### src/rtl/updn_ctr_pkg.sv
`timescale 1ns/1ps
package updn_ctr_pkg;

    typedef enum logic [1:0] {
        STEP_HOLD = 2'd0,
        STEP_UP   = 2'd1,
        STEP_DOWN = 2'd2
    } step_e;

endpackage

### src/rtl/ctr_edge_sync.sv
`timescale 1ns/1ps
module ctr_edge_sync #(
    parameter int STAGES = 2
) (
    input  logic clk,
    input  logic rst_n,
    input  logic pin_i,
    output logic level_o,
    output logic rise_o
);
    // chain_q[STAGES-1] is the synchronised level, chain_q[STAGES] its previous value
    logic [STAGES:0] chain_d;
    logic [STAGES:0] chain_q;

    always_comb begin
        chain_d = {chain_q[STAGES-1:0], pin_i};
    end

    always_ff @(posedge clk or negedge rst_n) begin
        if (!rst_n) begin
            chain_q <= '1;
        end else begin
            chain_q <= chain_d;
        end
    end

    assign level_o = chain_q[STAGES-1];
    assign rise_o  = chain_q[STAGES-1] & ~chain_q[STAGES];
endmodule

### src/rtl/ctr_step_decode.sv
`timescale 1ns/1ps
module ctr_step_decode
    import updn_ctr_pkg::*;
(
    input  logic  up_lvl_i,
    input  logic  up_rise_i,
    input  logic  dn_lvl_i,
    input  logic  dn_rise_i,
    output step_e step_o
);
    always_comb begin
        step_o = STEP_HOLD;
        if (up_rise_i && !dn_rise_i && dn_lvl_i) begin
            step_o = STEP_UP;
        end else if (dn_rise_i && !up_rise_i && up_lvl_i) begin
            step_o = STEP_DOWN;
        end
    end
endmodule

### src/rtl/ctr_next_value.sv
`timescale 1ns/1ps
module ctr_next_value
    import updn_ctr_pkg::*;
#(
    parameter int W      = 4,
    parameter bit DECADE = 1'b1,
    parameter int MAX    = 9
) (
    input  logic [W-1:0] cur_i,
    input  step_e        step_i,
    output logic [W-1:0] nxt_o
);
    localparam logic [W-1:0] TOP   = W'(MAX);
    localparam logic [W-1:0] FIRST = W'(MAX + 1);

    generate
        if (DECADE) begin : g_decade
            always_comb begin
                nxt_o = cur_i;
                unique case (step_i)
                    STEP_UP: begin
                        if (cur_i == TOP) begin
                            nxt_o = '0;
                        end else if (cur_i > TOP) begin
                            nxt_o = cur_i[0] ? '0 : cur_i + 1'b1;
                        end else begin
                            nxt_o = cur_i + 1'b1;
                        end
                    end
                    STEP_DOWN: begin
                        if (cur_i == '0) begin
                            nxt_o = TOP;
                        end else if (cur_i == FIRST) begin
                            nxt_o = TOP;
                        end else if (cur_i > TOP) begin
                            nxt_o = cur_i[0] ? cur_i - 1'b1 : TOP;
                        end else begin
                            nxt_o = cur_i - 1'b1;
                        end
                    end
                    default: nxt_o = cur_i;
                endcase
            end
        end else begin : g_binary
            always_comb begin
                nxt_o = cur_i;
                unique case (step_i)
                    STEP_UP:   nxt_o = (cur_i == TOP) ? '0 : cur_i + 1'b1;
                    STEP_DOWN: nxt_o = (cur_i == '0) ? TOP : cur_i - 1'b1;
                    default:   nxt_o = cur_i;
                endcase
            end
        end
    endgenerate
endmodule

### src/rtl/ctr_terminal.sv
`timescale 1ns/1ps
module ctr_terminal #(
    parameter int W   = 4,
    parameter int MAX = 9
) (
    input  logic [W-1:0] count_i,
    input  logic         up_lvl_i,
    input  logic         dn_lvl_i,
    output logic         carry_n_o,
    output logic         borrow_n_o
);
    localparam logic [W-1:0] TOP = W'(MAX);

    always_comb begin
        carry_n_o  = ~((count_i == TOP) & ~up_lvl_i);
        borrow_n_o = ~((count_i == '0) & ~dn_lvl_i);
    end
endmodule

### src/rtl/updn_counter.sv
`timescale 1ns/1ps
module updn_counter
    import updn_ctr_pkg::*;
#(
    parameter int W           = 4,
    parameter bit DECADE      = 1'b1,
    parameter int SYNC_STAGES = 2
) (
    input  logic         clk,
    input  logic         rst_n,
    input  logic         up_clk_i,
    input  logic         dn_clk_i,
    input  logic         load_n_i,
    input  logic         clear_i,
    input  logic [W-1:0] preset_i,
    output logic [W-1:0] count_o,
    output logic         carry_n_o,
    output logic         borrow_n_o
);
    localparam int MAX = DECADE ? 9 : (1 << W) - 1;

    typedef struct packed {
        logic [W-1:0] count;
    } ctr_state_t;

    ctr_state_t   state_d;
    ctr_state_t   state_q;
    logic         up_lvl;
    logic         up_rise;
    logic         dn_lvl;
    logic         dn_rise;
    step_e        step;
    logic [W-1:0] eff_count;
    logic [W-1:0] stepped;
    logic         forced;

    ctr_edge_sync #(.STAGES(SYNC_STAGES)) u_up_sync (
        .clk     (clk),
        .rst_n   (rst_n),
        .pin_i   (up_clk_i),
        .level_o (up_lvl),
        .rise_o  (up_rise)
    );

    ctr_edge_sync #(.STAGES(SYNC_STAGES)) u_dn_sync (
        .clk     (clk),
        .rst_n   (rst_n),
        .pin_i   (dn_clk_i),
        .level_o (dn_lvl),
        .rise_o  (dn_rise)
    );

    ctr_step_decode u_step (
        .up_lvl_i  (up_lvl),
        .up_rise_i (up_rise),
        .dn_lvl_i  (dn_lvl),
        .dn_rise_i (dn_rise),
        .step_o    (step)
    );

    // Asynchronous overrides: clear first, then load, then the stored value
    always_comb begin
        forced = clear_i | ~load_n_i;
        if (clear_i) begin
            eff_count = '0;
        end else if (!load_n_i) begin
            eff_count = preset_i;
        end else begin
            eff_count = state_q.count;
        end
    end

    ctr_next_value #(.W(W), .DECADE(DECADE), .MAX(MAX)) u_next (
        .cur_i  (eff_count),
        .step_i (step),
        .nxt_o  (stepped)
    );

    always_comb begin
        state_d       = state_q;
        state_d.count = forced ? eff_count : stepped;
    end

    always_ff @(posedge clk or negedge rst_n) begin
        if (!rst_n) begin
            state_q <= '0;
        end else begin
            state_q <= state_d;
        end
    end

    assign count_o = eff_count;

    ctr_terminal #(.W(W), .MAX(MAX)) u_term (
        .count_i    (eff_count),
        .up_lvl_i   (up_lvl),
        .dn_lvl_i   (dn_lvl),
        .carry_n_o  (carry_n_o),
        .borrow_n_o (borrow_n_o)
    );
endmodule

### config.mk
export PLATFORM = sky130hd
export DESIGN_NAME = updn_counter
export DESIGN_NICKNAME = d
export VERILOG_FILES = /design/src/rtl/updn_ctr_pkg.sv /design/src/rtl/ctr_edge_sync.sv /design/src/rtl/ctr_step_decode.sv /design/src/rtl/ctr_next_value.sv /design/src/rtl/ctr_terminal.sv /design/src/rtl/updn_counter.sv
export SDC_FILE = /design/constraint.sdc
export NUM_CORES = 1
export LEC_CHECK = 0
export BUFFER_PORTS_ARGS = -buffer_cell sky130_fd_sc_hd__clkbuf_2
export CORE_MARGIN = 2
export CORE_UTILIZATION = 45
export CTS_BUF_LIST = sky130_fd_sc_hd__clkbuf_4 sky130_fd_sc_hd__clkbuf_8 sky130_fd_sc_hd__clkbuf_16
export DETAILED_ROUTE_END_ITERATION = 10
export PLACE_DENSITY = 0.69
export SLEW_MARGIN = 20
export SYNTH_ARGS = -nofsm -noshare
export SYNTH_HDL_FRONTEND = slang
export SYNTH_SLANG_ARGS = --single-unit
### constraint.sdc
create_clock -name clk -period 2.9 [get_ports clk]
set_clock_uncertainty 0.2 [all_clocks]
set_input_delay 0.29 -clock clk [delete_from_list [all_inputs] [get_ports clk]]
set_output_delay 0.29 -clock clk [all_outputs]
set_load 0.1 [all_outputs]
### Yosys cells after proc, flatten, opt, wreduce, memory -nomap -nowiden

Cells that the tools add are included.

* $add $sub $neg: 2
* $lt $le $gt $ge: 1
* equal/unequal tests: 4
* mux-type cells: 13
* bitwise gates (word level): 12
* reduce and logical (&&, ||, !) cells: 7

Operators by type and width (number)
* 4-bit 2-to-1 mux: 10
* 4-bit equality test, second input constant: 2
* 4-bit case mux with 2 select lines: 1
* 1-bit NOT: 7
* 4-bit by 1-bit adder with 4-bit output, second input constant: 1
* 1-bit bitwise AND: 4
* 4-bit greater-than comparator, second input constant: 1
* 1-bit logical AND: 4
* 4-bit zero test: 1
* 2-bit 2-to-1 mux: 2
* 4-bit by 1-bit subtractor with 4-bit output, second input constant: 1
* 2-bit by 1-bit equality test with 1-bit output, second input constant: 1
* 2-bit equality test, second input constant: 1
* 1-bit zero test: 2
* 1-bit bitwise OR: 1

* register bits: 10
* bits of input ports: 10
* output and inout bits: 6
* logic and storage cells: 42

### Logic depth before layout (Yosys ltp)

* depth after elaboration: 10
* depth in mapped cells: 9
* mapped depth without buffers: 8

### Cells and area by module

A second synthesis with hierarchy kept.

* cell total of the unflattened synthesis: 92
* area, all modules: 837.1 um2

By module, submodules not included
* ctr_next_value: times used 1, cells an instance 52, area each 366.6 um2, seq. area each 0.0 um2
* updn_counter: times used 1, cells an instance 26, area each 246.5 um2, seq. area each 100.1 um2
* ctr_edge_sync: times used 2, cells an instance 4, area each 92.6 um2, seq. area each 78.8 um2
* ctr_terminal: times used 1, cells an instance 4, area each 21.3 um2, seq. area each 0.0 um2
* ctr_step_decode: times used 1, cells an instance 2, area each 17.5 um2, seq. area each 0.0 um2

### Worst setup path after synthesis

OpenSTA, ideal clock, no wires.

* kind: in2out
* start: in load_n_i
* end: out carry_n_o
* arrival: 2320 ps
* data required time: 2410 ps
* slack: 90 ps
* stages on the path: 7
* path buffers: 1
* cells stage by stage: buf_6 mux2i_1 or2_1 inv_2 ha_1 o21ai_1 or3_1

* word-level cells in the longest chain between the ends: 5

Ends and longest elaborated chain
* start, declared: RTL line updn_counter.sv:13 `input logic load_n_i,`
* 4-bit 2-to-1 mux: RTL line updn_counter.sv:66 `end else if (!load_n_i) begin`
* 4-bit 2-to-1 mux: RTL line updn_counter.sv:64 `if (clear_i) begin`
* named net count_o[0]: RTL line updn_counter.sv:16 `output logic [W-1:0] count_o,`
* 4-bit equality test: RTL line ctr_terminal.sv:15 `carry_n_o = ~((count_i == TOP) & ~up_lvl_i);`
* 1-bit bitwise AND: RTL line ctr_terminal.sv:15
* 1-bit NOT: RTL line ctr_terminal.sv:15
* end, declared: RTL line updn_counter.sv:17 `output logic carry_n_o,`

The timed path passes the listed nets, and every way through them passes these cells.

### Final worst setup path

* start: reg state_q[0] (netlist bit)
* end: out carry_n_o

* word-level cells in the longest chain between the ends: 5

Ends and longest elaborated chain
* start, declared: RTL line updn_counter.sv:27 `ctr_state_t state_q;`
* start signal, assigned: RTL line updn_counter.sv:88 `state_q <= state_d;`
* 4-bit 2-to-1 mux: RTL line updn_counter.sv:66
* 4-bit 2-to-1 mux: RTL line updn_counter.sv:64
* 4-bit equality test: RTL line ctr_terminal.sv:15
* 1-bit bitwise AND: RTL line ctr_terminal.sv:15
* 1-bit NOT: RTL line ctr_terminal.sv:15

Every way passes these cells.

==> results by group <==
Hold path
  • Hold WC Path Type: register to register
  • Worst Hold Launch: u_dn_sync.chain_q[0]

Floorplan
  • Die height: 45.2 µm
  • # rows: 14
  • I/O Pins: 16
  • Die X: 45.2 µm
  • Initial Util: 0.496
  • Core area: 1540 µm²
  • Die area: 2040 µm²

Worst setup path
  • CP cell instances: mux2i_1 > or2_1 > inv_2 > ha_1 > o21ai_1 > or3_1 > clkbuf_2
  • CP Capture Type: primary output
  • WS Path Type: register to primary output
  • Worst Setup Start Kind: register
  • Max stage delay on crit path: 380 ps
  • CP arrival: 2250 ps
  • Worst path slowest cell: clkbuf_2
  • Worst Path Buf+Inv: 2
  • CP Max Fanout: 7
  • Worst Setup SP: state_q[0]
  • FF-to-FF Start: state_q[0]
  • Worst EP required: 2410 ps
  • Largest delay share family, worst path: simple AND/OR/NAND/NOR gates

Yosys
  • Post-Synthesis Cells: 78
  • Synth top area cells: dfstp_2, dfrtp_1, ha_1
  • Sequential fraction of the synthesis area: 0.337
  • Synth cell types: 38
  • Avg Cell Area, Syn: 9.80 µm²
  • Most used DFF post-synth: dfstp_2
  • Post-synth EDFFs: 0
  • Async SR Flop Fraction: 1.00
  • Yosys top cell by area: dfstp_2
  • Syn_nets: 94
  • Top cell type's share of synthesized area: 0.206
  • Number of synthesized register bits: 10
  • YS warnings: 0
  • Syn Std Cell Area: 764 µm²

Layout
  • Fin cells: 114
  • Util after Layout: 0.586
  • Layout cells sized above 1: 0.347
  • Area Growth Syn to Fin: 18.2%
  • Antenna diodes: 0
  • Commonest non-fill, non-tap cell in the layout: clkbuf_2
  • Nets: 115
  • Most frequent cells in the layout: clkbuf_2, ha_1, dfstp_2

Detailed routing
  • Routed Antenna Nets: 0
  • Detailed Route Iter0 Violations: 43
  • Via density per instance: 6.14
  • Final WL: 1.74 mm
  • Routed via count: 700
  • Pre-Repair DR Iteration Count: 4
  • WL per Instance: 15.3 µm
  • DRC: 0

Placed design
  • Cells after DPL: 107
  • Port bufs: 15
  • Routability cong.: 0.870
  • Post-detail-place hpwl: 1.34 mm

CTS
  • Clk pin slew, worst setup/hold paths: 60 ps
  • Clk buf depth: 2
  • Worst-Skew Late Latency: 260 ps
  • CTS Buf Count: 3
  • Clock sinks: 10
  • H-tree depth: 1
  • Post-CTS Resized: 0
  • Clock root buffer: clkbuf_4
  • CTS tree: built

GRT
  • Number of global-route vias before repair: 643
  • Initial antenna violation count: 0
  • Total grt overflow: 0
  • Largest net degree at the start of global routing: 11
  • First-pass GRT wire length: 2.80 mm
  • All-layer global routing usage: 0.189

STA
  • Achievable Freq: 0.365 GHz
  • RSZ-0062 raised after global routing: false
  • Period utilization: 0.945
  • Hold Fails Final Rpt: 0
  • Hold_ws: 157 ps
  • Least-Margin Pin Slew: 541 ps
  • Minimum clock period after layout: 2740 ps
  • Max Slew Vio Count: 0
  • Count of final setup violators: 0
  • Rel. slew slack: 0.641
  • Final setup TNS: 0 ps

Power
  • Sw Ratio: 0.334
  • P_int: 0.000260 W
  • Worst vdd ir: 0.459 mV
  • Net load switching power: 0.000131 W
  • Share of power burned in combinational logic: 0.295
  • Design Power: 0.000391 W
  • Clock power frac: 0.307
  • Sequential Power Share: 0.398
  • Pwr dens: 432 nW/µm²
  • Leak pwr: 0.398 nW

Outcome
  • Status: complete, no violations

Job
  • Max_cap viols: 0
==> repair_timing <==
action | CTS | global route
buffers inserted | 0 | 0
endpoints found under the hold margin | 12 | 0
hold buffers | 3 | 0
==> worst register-to-register path: stages (launching register included) <==
cell and delay [ps]:
dfrtp_1 400, mux2i_1 190, or2_1 290, inv_2 110
ha_1 250, o21ai_1 280, nor3_1 90, a211o_1 310
o22ai_2 190
==> metrics by stage <==
stage          instance area, µm²  setup slack, ps
6_report                      903              160
5_1_grt                       903             19.7
4_1_cts                       903              197
3_5_place_dp                  837              308
3_3_place_gp                  837              358
2_1_floorplan                 764             89.7
==> area by class of cell <==
class | instances | area (µm²)
well taps | 16 | 20.0
multi-input cells | 61 | 465
repair buffers | 18 | 105
fillers | 129 | 638
inverters | 5 | 18.8
flip-flops and latches | 10 | 258
clock buffers | 4 | 36.3
==> flip-flops by register name, summed over array words and instances (netlist names) <==
name               flops
state_q                4
u_up_sync.chain_q      3
u_dn_sync.chain_q      3
==> metal layers <==
metal  share of wire  vias up  track usage
met3           0.058        2       0.0600
met1            0.44      335        0.244
met2            0.49       24        0.306
met4           0.010        0       0.0471
li1                -      339            -
met5               0        -            0
==> cell families after synthesis <==
family,share of synthesized area
compound gates,0.257
fa+ha+maj,0.0982
buf+inv,0.0540
flops,0.337
mux,0.0524
simple gates,0.201
==> power by group through the flow <==
stage	Combinational [W]	Clock [W]	Sequential [W]
floorplan	0.0000886	0	0.000156
global placement	0.000110	0	0.000158
detailed placement	0.000111	0	0.000158
CTS	0.000115	0.000122	0.000156
global route	0.000123	0.000133	0.000156
finish	0.000115	0.000120	0.000156
==> cells in the mapped netlist (3+ instances only) <==
cell	instances
nand2b_1	3
mux2i_1	4
inv_2	4
dfstp_2	6
dfrtp_1	4
a21oi_1	3
ha_1	6
nor3_1	3
nor2_1	3
nand2_1	4
==> final timing paths <==
kind	endpoint	depth (start not counted)	slack (ps)
min in group asynchronous	state_q[1]	2	210
min	u_dn_sync.chain_q[1]	0	160
max	carry_n_o	7	160
max in group asynchronous	u_dn_sync.chain_q[1]	2	2020
min reg2reg	u_dn_sync.chain_q[1]	0	160
max reg2reg	state_q[3]	8	510
Note: power is estimated with default switching activity, not from simulation.
